**src/rtl/fcap_pkg.sv**
```systemverilog
package fcap_pkg;
  typedef enum logic [1:0] {
    ST_IDLE = 2'd0,
    ST_ARM  = 2'd1,
    ST_CAPT = 2'd2,
    ST_DONE = 2'd3
  } capState_t;

  // strobes from control to datapath
  typedef struct packed {
    logic clrAddr;
    logic incAddr;
    logic capActive;
  } capStrobe_t;
endpackage

```
**src/rtl/fcap_ctrl.sv**
```systemverilog
module fcap_ctrl
  import fcap_pkg::*;
(
  input  logic       clk,
  input  logic       rstN,
  input  logic       capCmd,
  input  logic       doneAck,
  input  logic       frameValid,
  input  logic       lineValid,
  input  logic       lastPix,
  output capStrobe_t stb,
  output logic       busy,
  output logic       done
);
  capState_t st, stNext;
  logic fvPrev;
  logic frameRise;

  assign frameRise = frameValid && !fvPrev;

  always_ff @(posedge clk or negedge rstN) begin
    if (!rstN) begin
      st     <= ST_IDLE;
      fvPrev <= 1'b0;
    end else begin
      st     <= stNext;
      fvPrev <= frameValid;
    end
  end

  always_comb begin
    stb.capActive = (st == ST_ARM) || (st == ST_CAPT);
    stb.incAddr   = (st == ST_CAPT) && frameValid && lineValid;
    stb.clrAddr   = capCmd && ((st == ST_IDLE) || (st == ST_DONE));
  end

  always_comb begin
    stNext = st;
    unique case (st)
      ST_IDLE: if (capCmd) stNext = ST_ARM;
      ST_ARM:  if (frameRise) stNext = ST_CAPT;
      ST_CAPT: if (stb.incAddr && lastPix) stNext = ST_DONE;
      ST_DONE: begin
        if (capCmd)       stNext = ST_ARM;
        else if (doneAck) stNext = ST_IDLE;
      end
      default: stNext = ST_IDLE;
    endcase
  end

  assign busy = stb.capActive;
  assign done = (st == ST_DONE);


  armed_wait_chk: assert property (@(posedge clk) disable iff (!rstN)
    (st == ST_ARM && !frameRise) |=> (st != ST_CAPT));


  done_after_last_chk: assert property (@(posedge clk) disable iff (!rstN)
    (st == ST_CAPT && stb.incAddr && lastPix) |=> (done && !busy));


  done_hold_chk: assert property (@(posedge clk) disable iff (!rstN)
    (done && !capCmd && !doneAck) |=> done);
endmodule

```
**src/rtl/fcap_datapath.sv**
```systemverilog
module fcap_datapath
  import fcap_pkg::*;
#(
  parameter int DEPTH = 648 * 488,
  parameter int AW    = 19,
  parameter int DW    = 8
) (
  input  logic          clk,
  input  logic          rstN,
  input  capStrobe_t    stb,
  input  logic [DW-1:0] pixData,
  input  logic [AW-1:0] hostAddr,
  input  logic [DW-1:0] memRData,
  output logic          lastPix,
  output logic [AW-1:0] memAddr,
  output logic [DW-1:0] memWData,
  output logic          memWe,
  output logic [DW-1:0] hostData
);
  localparam logic [AW-1:0] LAST = AW'(DEPTH - 1);

  logic [AW-1:0] wrAddr;

  always_ff @(posedge clk or negedge rstN) begin
    if (!rstN)             wrAddr <= '0;
    else if (stb.clrAddr)  wrAddr <= '0;
    else if (stb.incAddr)  wrAddr <= wrAddr + 1'b1;
  end

  assign lastPix  = (wrAddr == LAST);
  assign memWe    = stb.incAddr;
  assign memAddr  = stb.capActive ? wrAddr : hostAddr;
  assign memWData = stb.capActive ? pixData : '0;
  assign hostData = stb.capActive ? '0 : memRData;


  addr_hold_chk: assert property (@(posedge clk) disable iff (!rstN)
    (!stb.incAddr && !stb.clrAddr) |=> $stable(wrAddr));


  write_in_capture_chk: assert property (@(posedge clk) disable iff (!rstN)
    stb.incAddr |-> stb.capActive);
endmodule

```
**src/rtl/frame_capture_ctrl.sv**
```systemverilog
module frame_capture_ctrl
  import fcap_pkg::*;
#(
  parameter int COLS = 648,
  parameter int ROWS = 488,
  parameter int DW   = 8,
  localparam int DEPTH = COLS * ROWS,
  localparam int AW    = $clog2(DEPTH)
) (
  input  logic          clk,
  input  logic          rstN,
  input  logic          capCmd,
  input  logic          doneAck,
  input  logic          frameValid,
  input  logic          lineValid,
  input  logic [DW-1:0] pixData,
  input  logic [AW-1:0] hostAddr,
  input  logic [DW-1:0] memRData,
  output logic [AW-1:0] memAddr,
  output logic [DW-1:0] memWData,
  output logic          memWe,
  output logic [DW-1:0] hostData,
  output logic          busy,
  output logic          done
);
  capStrobe_t stb;
  logic lastPix;

  fcap_ctrl uCtrl (
    .clk(clk), .rstN(rstN), .capCmd(capCmd), .doneAck(doneAck),
    .frameValid(frameValid), .lineValid(lineValid), .lastPix(lastPix),
    .stb(stb), .busy(busy), .done(done)
  );

  fcap_datapath #(.DEPTH(DEPTH), .AW(AW), .DW(DW)) uDp (
    .clk(clk), .rstN(rstN), .stb(stb), .pixData(pixData),
    .hostAddr(hostAddr), .memRData(memRData), .lastPix(lastPix),
    .memAddr(memAddr), .memWData(memWData), .memWe(memWe),
    .hostData(hostData)
  );
endmodule

```
**config.mk**
```make
export PLATFORM = sky130hd
export DESIGN_NAME = frame_capture_ctrl
export DESIGN_NICKNAME = d
export VERILOG_FILES = /design/src/rtl/fcap_pkg.sv /design/src/rtl/fcap_ctrl.sv /design/src/rtl/fcap_datapath.sv /design/src/rtl/frame_capture_ctrl.sv
export SDC_FILE = /design/constraint.sdc
export NUM_CORES = 1
export LEC_CHECK = 0
export BUFFER_PORTS_ARGS = -buffer_cell sky130_fd_sc_hd__buf_2
export CORE_MARGIN = 2
export CORE_UTILIZATION = 41
export DETAILED_ROUTE_END_ITERATION = 8
export GPL_TIMING_DRIVEN = 0
export PLACE_DENSITY = 0.85
export SYNTH_ARGS = -nofsm -noshare
export SYNTH_HDL_FRONTEND = slang
export SYNTH_HIERARCHICAL = 1
export SYNTH_SLANG_ARGS = --single-unit
```
**constraint.sdc**
```tcl
create_clock -name clk -period 2.05 [get_ports clk]
set_input_delay 0.3075 -clock clk [delete_from_list [all_inputs] [get_ports clk]]
set_output_delay 0.3075 -clock clk [all_outputs]
set_load 0.005 [all_outputs]
```
### Yosys cells after proc, flatten, opt, wreduce, memory -nomap -nowiden

Index checks and enable logic that the tools add are counted.
Widths: inputs -> output; s select.

| storage, ports and cells | value |
|---|---|
| input bits | 41 |
| logic and storage cells | 34 |
| bits in registers | 22 |

| operators by class | value |
|---|---|
| add/subtract/negate cells | 1 |
| equal/unequal tests | 8 |
| multiplexer cells | 11 |
| reduce and logical (&&, ||, !) cells | 11 |

Operators with widths:

| cell | number |
|---|---|
| $mux 19 | 3 |
| $add 19x1->19 const B | 1 |
| $eq 19x19->1 const B | 1 |
| $mux 8 | 2 |
| $mux 2 | 5 |
| $pmux 2 s4 | 1 |
| $logic_and 1x1->1 | 5 |
| $eq 2x2->1 const B | 2 |
| $ne 2x2->1 const B | 2 |
| $reduce_and 4->1 | 1 |
| $ne 3x3->1 const B | 1 |
| $eq 2x1->1 const B | 1 |
| $logic_not 2->1 | 1 |
| $logic_or 1x1->1 | 2 |
| $ne 2x1->1 const B | 1 |
| $reduce_bool 2->1 | 1 |
| $logic_not 1->1 | 1 |

### Depth between registers and ports, before layout

Gate-level depths: netlist of the first run.

| depth | value |
|---|---|
| depth after elaboration | 6 |
| mapped depth | 8 |
| depth with buffers taken out | 8 |

### Cells and area by module

Netlist of the first run, hierarchy kept.

Modules (own cells, without submodules):

| module | instances | cells each | seq. area each (sq um) | area each (sq um) |
|---|---|---|---|---|
| fcap_datapath | 1 | 146 | 475.5 | 1350.0 |
| fcap_ctrl | 1 | 23 | 75.1 | 245.2 |

### Worst setup path before layout of the first run

Ideal clock, no wire load.

| timing | value |
|---|---|
| path type | reg-to-output |
| from | register uCtrl.st[0] |
| to | output memAddr[10] |
| arrival | 1.897 ns |
| path slack | -0.154 ns |
| cell stages (with the launch flop) | 7 |
| cells stage by stage | dfrtp_1 -> inv_1 -> ha_1 -> buf_4 -> clkbuf_1 -> buf_1 -> mux2_2 |

| on the way | value |
|---|---|
| longest elaborated chain between the ends | 3 |
| elaborated cells between the ends (all ways) | 4 |
| classes of those cells | 2 x eq/ne; 1 x mux; 1 x reduce/logical |

RTL lines:

| what | line | source |
|---|---|---|
| from (decl) | fcap_ctrl.sv:15 | `capState_t st, stNext;` |
| from (signal assigned) | fcap_ctrl.sv:26 | `st <= stNext;` |
| $eq 2x1->1 or $eq 2x2->1 (tied branches) | fcap_ctrl.sv:32 | `stb.capActive = (st == ST_ARM) \|\| (st == ST_CAPT);` |
| $logic_or 1x1->1 * | fcap_ctrl.sv:32 |  |
| net busy | frame_capture_ctrl.sv:23 | `output logic busy,` |
| $mux 19 * | fcap_datapath.sv:32 | `assign memAddr = stb.capActive ? wrAddr : hostAddr;` |
| to (decl) | frame_capture_ctrl.sv:19 | `output logic [AW-1:0] memAddr,` |

The timed path passes the listed nets; every way through them passes the cells marked *.

==> results of run 1 <==
final timing paths:
path / to / slack [ns] / cells after the start
min in group clk: uCtrl/fvPrev / 0.20 / 1
worst min register to register: uDp/wrAddr[14] / 0.61 / 2
worst min-delay path: uDp/wrAddr[1] / -0.001 / 1
worst max register to register: uCtrl/st[1] / 0.02 / 6
worst max-delay path: memAddr[5] / 0.01 / 6
max in group asynchronous: uDp/wrAddr[10] / 1.69 / 1
worst max-delay path: cells and delay by family, from the launching register on:
kind                       cells  cell delay [ns]
buffers and inverters          4             0.48
adders and majority gates      1             0.30
DFF                            1             0.38
muxes                          1             0.31
area by class of cell:
class / instances / area (um^2) / share of cell area (%)
timing repair buffer: 89 / 557 / 23.0
inverter: 3 / 11.3 / 0.466
multi-input combinational: 135 / 1120 / 46.5
clock buffer: 3 / 41.3 / 1.71
buffer: 7 / 72.6 / 3.00
sequential: 22 / 553 / 22.9
tap: 48 / 60.1 / 2.48
what timing repair did:
| action | CTS | global route |
|---|---|---|
| pin swaps | 0 | 1 |
| setup buffers | 7 | 3 |
| cloned | 1 | 0 |
| resized for setup | 19 | 38 |
| endpoints found under the setup margin | 47 | 31 |
stage by stage:
stage | hold WS, ns | setup slack, ns | std cells | total power [uW] | util, %
after floorplan | 0.0119 | 0.00989 | 169 | 1590 | -
after global placement | 0.297 | -0.274 | 295 | 2120 | 55.7
after detailed placement | 0.299 | -0.325 | 295 | 2160 | 55.7
after CTS | 0.0206 | -0.000161 | 304 | 2860 | 60.5
after global routing | 0.0336 | -0.0601 | 307 | 3490 | 65.6
final | -0.00128 | 0.0141 | 307 | 3290 | 65.6
per-layer routing:
layer / GRT usage, % / vias up
met5: 0 / -
met2: 35.6 / 74
met3: 3.58 / 8
met4: 7.91 / 0
li1: - / 774
met1: 21.1 / 777
report_power, final:
part / internal [uW] / switching (uW)
combinational: 1510 / 1010
sequential: 470 / 36.0
clock: 131 / 132
cells in the final DEF (no fill, tap or decap), drive strengths merged:
cell type and n:
dfrtp 22, nor3 4, and2 8, o2111ai 2
nor2 16, ha 6, xor2 4, a22oi 1
nor4b 1, nor4 5, nand2b 2, a21oi 7
a211oi 1, nand2 10, clkbuf 6, or3 5
xnor2 6, or4 2, buf 93, and3 2
nand3 6, a31o 1, nand4 5, inv 3
mux2 22, o21ai 6, mux2i 2, nor2b 11
registers in the layout, summed over array words and instances, names as in the netlist:
register / cells
uDp/wrAddr: 19
uCtrl/st: 2
uCtrl/fvPrev: 1
cells by family (layout without fill, tap and decap cells):
kind of cell	Yosys count	count (layout)	share of synthesized area (%)
flops	22	22	34.5
simple gates	77	77	26.7
xor+xnor	10	10	5.49
compound gates	18	18	7.22
buf+inv	12	102	4.39
mux	24	24	17.0
fa+ha+maj	6	6	4.71
==> key figures, run 1 <==
Floorplan
  – Die X: 66.4 um
  – Die ar.: approximately 0.0044 mm^2
  – Row count: 22
  – Starting Density: 43.2%
  – Io pins: 79
  – Die height: 66.4 um
  – Placeable Area: 0.00369 mm^2

Clock network
  – CTS tree: yes
  – Clk sink count: 22
  – Total CTS buffers: 3
  – Cts hold-fix bufs: 0
  – CTS max path bufs: 2
  – CTS root buf: clkbuf_8
  – Clk slew on worst S/H paths: 0.08 ns
  – Worst-skew pair later-pin latency: about 0.26 ns
  – Htree depth: 1

Setup path
  – Max FO, Critical Path: 6
  – Setup crit end kind: output pin
  – Critical path launch point: uCtrl/st[0]
  – CP startpoint kind: flop
  – Worst path cell trace: inv_2 > ha_4 > buf_8 > buf_8 > mux2_4 > buf_6
  – Slowest cell on crit path: dfrtp_1
  – Worst r2r src: uDp/wrAddr[10]
  – Arr. time, crit path: around 1.7 ns
  – Critical path type: reg2out
  – CP most frequent cell: buf_8
  – CP required: around 1.7 ns
  – Worst path max stage delay: approximately 0.38 ns

Logic synthesis
  – Share of the synthesized area in the top cell type: between 30 and 40%
  – Primary FF master, synth: dfrtp_1
  – Area leader, netlist: dfrtp_1
  – Seq/Total Area, Yosys: approximately a third
  – Synth Warn #: 6
  – Count leader, synth: dfrtp_1
  – Post-synth top cells: dfrtp_1, mux2_2, nor2_1
  – Post-synth EDFFs: 0
  – Synth Instances: between 150 and 200
  – Synth area leaders: dfrtp_1, mux2_2, ha_1, nor2b_1, nor2_1
  – Syn Std Cell Area: 0.00160 mm^2
  – Yosys cell types: 37
  – Ys async rst share: 100%
  – Syn Area/Cell: between 9 and 10 um^2
  – Synth Net Count: around 220
  – Count of state elements after synthesis: 22

GRT
  – Grt total ovfl: 0
  – Vias in the first global route: around 1500
  – Global-route wire length before repair: roughly 6400 um
  – Number of antenna violations at the first check in global routing: 0
  – GRT Resource Usage Total: between 10% and 20%
  – Largest net degree at the start of global routing: 23

Placed design
  – Final GP Congestion: 0.942
  – Port bufs: 78
  – DP Area: around 0.0021 mm^2
  – DP Wirelength: ~3000 um

Worst hold path
  – HP Class: in2async

Detailed routing
  – Remaining DRCs: 0
  – Final ANT Viol Nets: 0
  – Routed WL: 4440 um
  – Average wire per standard cell: roughly 14 um
  – DR pass1 iterations: 4
  – DR vias/cell: roughly 5.3
  – Met1 wire length: 1760 um
  – Highest metal used: met4
  – WL met2: 2240 um
  – DR WL met3: about 370 um
  – Via count: between 1500 and 2000
  – Drt first-iter violations: 28

Outcome
  – Failing checks: negative hold slack
  – Status: finished, violations left

Final layout
  – Layout fillers: approximately 300
  – # diodes: 0
  – Area Overhead vs Synth: 51.6%
  – Layout cells sized above 1: about 55%
  – Final instance area: 0.00242 mm^2
  – Net count, final: approximately 310

Run
  – Max-cap violation count: 0

Timing
  – Minimum clock period: 2.04 ns
  – # setup viols final: 0
  – Hold Slack: -0.00128 ns
  – Max Slew Vio Count: 0
  – RSZ-0062 raised after global routing: true
  – Slew at the pin closest to its max-slew limit: 0.485 ns
  – Final worst path period share: slightly below 100%
  – Final hold violation count: 6
  – Setup TNS: 0 ns
  – Slew Limit Headroom: 67.7%
  – Highest Clock Rate: roughly 0.49 GHz
  – Clk_skew: between 0.003 and 0.004 ns

Power and ir drop
  – IR drop worst, VDD: between 0.7 and 0.8 mV
  – Pwr Density: around 1400 mW/mm^2
  – Leakage: between 0.001 and 0.0015 uW
Power figures use the tool's default switching activity.
==> run 2: changes to the inputs <==
==> constraint.sdc (replaced) <==
create_clock -name clk -period 2.05 [get_ports clk]
set_input_delay 0.1025 -clock clk [delete_from_list [all_inputs] [get_ports clk]]
set_output_delay 0.1025 -clock clk [all_outputs]
set_load 0.005 [all_outputs]
==> key figures, run 2 (synthesis results as in run 1) <==
Power and ir drop
  – Leakage: 0.00116 uW (-3.0%)
  – Seq pwr share: 17.3% (+1.9 points)
  – Clock network fraction of total power: 9.0% (+1.0 points)
  – Sw frac: 36.5% (+0.73 points)
  – Switch Pwr: 1080 uW (-7.9%)
  – Gate power share: 73.7% (-2.9 points)
  – Pwr Density: 1260 mW/mm^2 (-7.6%)
  – Tot Pwr: 2970 uW (-9.7%)
  – Cell-internal power: 1880 uW (-11%)
  – IR drop worst, VDD: 0.585 mV (-20%)

Timing
  – # setup viols final: 0 (unchanged)
  – Setup TNS: 0 ns (unchanged)
  – Final hold violation count: 0 (-6)
  – Slew Limit Headroom: 63.5% (-4.2 points)
  – Max Slew Vio Count: 0 (unchanged)
  – Highest Clock Rate: 0.497 GHz (+1.2%)
  – Clk_skew: 0.00260 ns (-0.000762 ns)
  – Minimum clock period: 2.01 ns (-0.0243 ns)
  – Final worst path period share: 98.1% (-1.2 points)
  – Slew at the pin closest to its max-slew limit: 0.542 ns (+0.0573 ns)
  – RSZ-0062 raised after global routing: true

Final layout
  – Layout fillers: 321 (+6.6%)
  – Final Util: 64.0% (-1.5 points)
  – Area Overhead vs Synth: 48.1%
  – Commonest non-fill, non-tap cell in the layout: buf_2
  – Commonest non-fill, non-tap cells in the layout: buf_2, mux2_2, dfrtp_1
  – Net count, final: 314 (+1.9%)
  – Reg area: 556 um^2 (+0.45%)
  – Footprint of the multi-input gates: 0.00108 mm^2 (-3.9%)
  – Leading registers by flop count: uDp/wrAddr (19), uCtrl/st (2), uCtrl/fvPrev (1)
  – Largest register by flop count: uDp/wrAddr
  – Max FFs per register: 19 (unchanged)
  – Layout cells sized above 1: 56.2% (+1.0 points)
  – # diodes: 0 (unchanged)
  – Post-Layout Cell Count: 313 (+2.0%)

Floorplan
  – Die ar.: 0.00441 mm^2 (unchanged)
  – Die height: 66.4 um (unchanged)
  – Io pins: 79 (unchanged)
  – Row count: 22 (unchanged)
  – Starting Density: 43.2% (unchanged)
  – Placeable Area: 0.00369 mm^2 (unchanged)
  – Die X: 66.4 um (unchanged)

GRT
  – Vias in the first global route: 1388 (-6.0%)
  – Grt total ovfl: 0 (unchanged)
  – GRT Resource Usage Total: 18.1% (-1.1 points)
  – Number of antenna violations at the first check in global routing: 0 (unchanged)
  – Global-route wire length before repair: 6210 um (-3.0%)
  – Largest net degree at the start of global routing: 23 (unchanged)

Detailed routing
  – DR vias/cell: 5.18 (-2.6%)
  – Remaining DRCs: 0 (unchanged)
  – Highest metal used: met4
  – Drt first-iter violations: 60 (+110%)
  – Met1 wire length: 1710 um (-3.2%)
  – Final ANT Viol Nets: 0 (unchanged)
  – WL met2: 2270 um (+0.98%)
  – Routed WL: 4340 um (-2.3%)
  – DR WL met3: 338 um (-8.4%)
  – Via count: 1621 (-0.73%)
  – Average wire per standard cell: 13.9 um (-4.1%)
  – DR pass1 iterations: 4 (unchanged)

Placed design
  – Placed insts: 295 (unchanged)
  – DP Wirelength: 3020 um (+1.5%)
  – Port bufs: 78 (unchanged)
  – Final GP Congestion: 0.813 (-14%)

Clock network
  – Worst-skew pair later-pin latency: 0.26 ns (about the same)
  – Clk sink count: 22 (unchanged)
  – Clk slew on worst S/H paths: 0.07 ns (about the same)
  – CTS tree: yes
  – Total CTS buffers: 3 (unchanged)
  – Htree depth: 1 (unchanged)
  – CTS max path bufs: 2 (unchanged)
  – CTS root buf: clkbuf_8

Setup path
  – Max FO, Critical Path: 7 (+1)
  – CP required: 2.24 ns (+0.50 ns)
  – Setup crit end kind: flop
  – CP startpoint kind: flop
  – Critical path type: reg2reg
  – Arr. time, crit path: 2.20 ns (+0.47 ns)
  – Worst reg-to-reg path cell count: 7 (+1)

Run
  – Max-cap violation count: 0 (unchanged)

Worst hold path
  – HP Class: in2reg
  – Hold Crit Depth: 3

Outcome
  – Status: finished clean
-- run 2: stage by stage --
stage / hold WS [ns] / instance area, um^2 / setup WS (ns)
floorplan: -0.193 / 1600 / 0.00989
global placement: 0.0878 / 2050 / -0.354
detailed placement: 0.0975 / 2050 / -0.419
CTS: 0.191 / 2200 / 0.00135
global route: 0.214 / 2360 / -0.0630
finish: 0.194 / 2360 / 0.0384
-- run 2: cell type report --
class	instances	area share (%)
plain buffers	7	3.12
clock buffers	3	1.75
inverters	3	0.477
multi-input cells	135	45.7
flip-flops and latches	22	23.5
well taps	48	2.54
repair buffers	95	22.9
-- run 2: timing repair --
item | CTS | global route
endpoints found under the setup margin | 46 | 33
buffers inserted | 5 | 9
endpoints found under the hold margin | 23 | 0
pin swaps | 0 | 4
gates resized for setup | 15 | 20
hold buffers | 2 | 0
gates cloned | 0 | 1
-- run 2: routing by layer --
metal	vias up	track usage (%)
met2	71	31.6
met4	0	4.34
li1	790	-
met1	754	22.8
met3	6	3.58
met5	-	0
-- run 2: final timing paths --
kind,start,end,slack [ns]
worst min register to register,uCtrl/st[1],uCtrl/st[1],0.58
worst min-delay path,capCmd,uCtrl/st[0],0.19
worst max-delay path,uCtrl/st[0],uDp/wrAddr[8],0.04
worst max register to register,uCtrl/st[0],uDp/wrAddr[8],0.04
max in group asynchronous,rstN,uDp/wrAddr[0],1.35
min in group asynchronous,rstN,uDp/wrAddr[5],0.33
-- run 2: worst max-delay path, cell delays in order (launching register included) --
cell       delay (ns)
dfrtp_1          0.40
inv_2            0.09
buf_4            0.12
ha_4             0.21
nor2b_4          0.27
o2111ai_4        0.18
or3_2            0.49
a21oi_1          0.18
-- run 2: power by group through the flow --
stage | Clock, uW | Combinational [uW] | Sequential [uW]
final | 267 | 2180 | 514
after global routing | 290 | 2350 | 520
after CTS | 274 | 1810 | 508
after detailed placement | 0 | 1620 | 517
after global placement | 0 | 1580 | 516
after floorplan | 0 | 1050 | 510
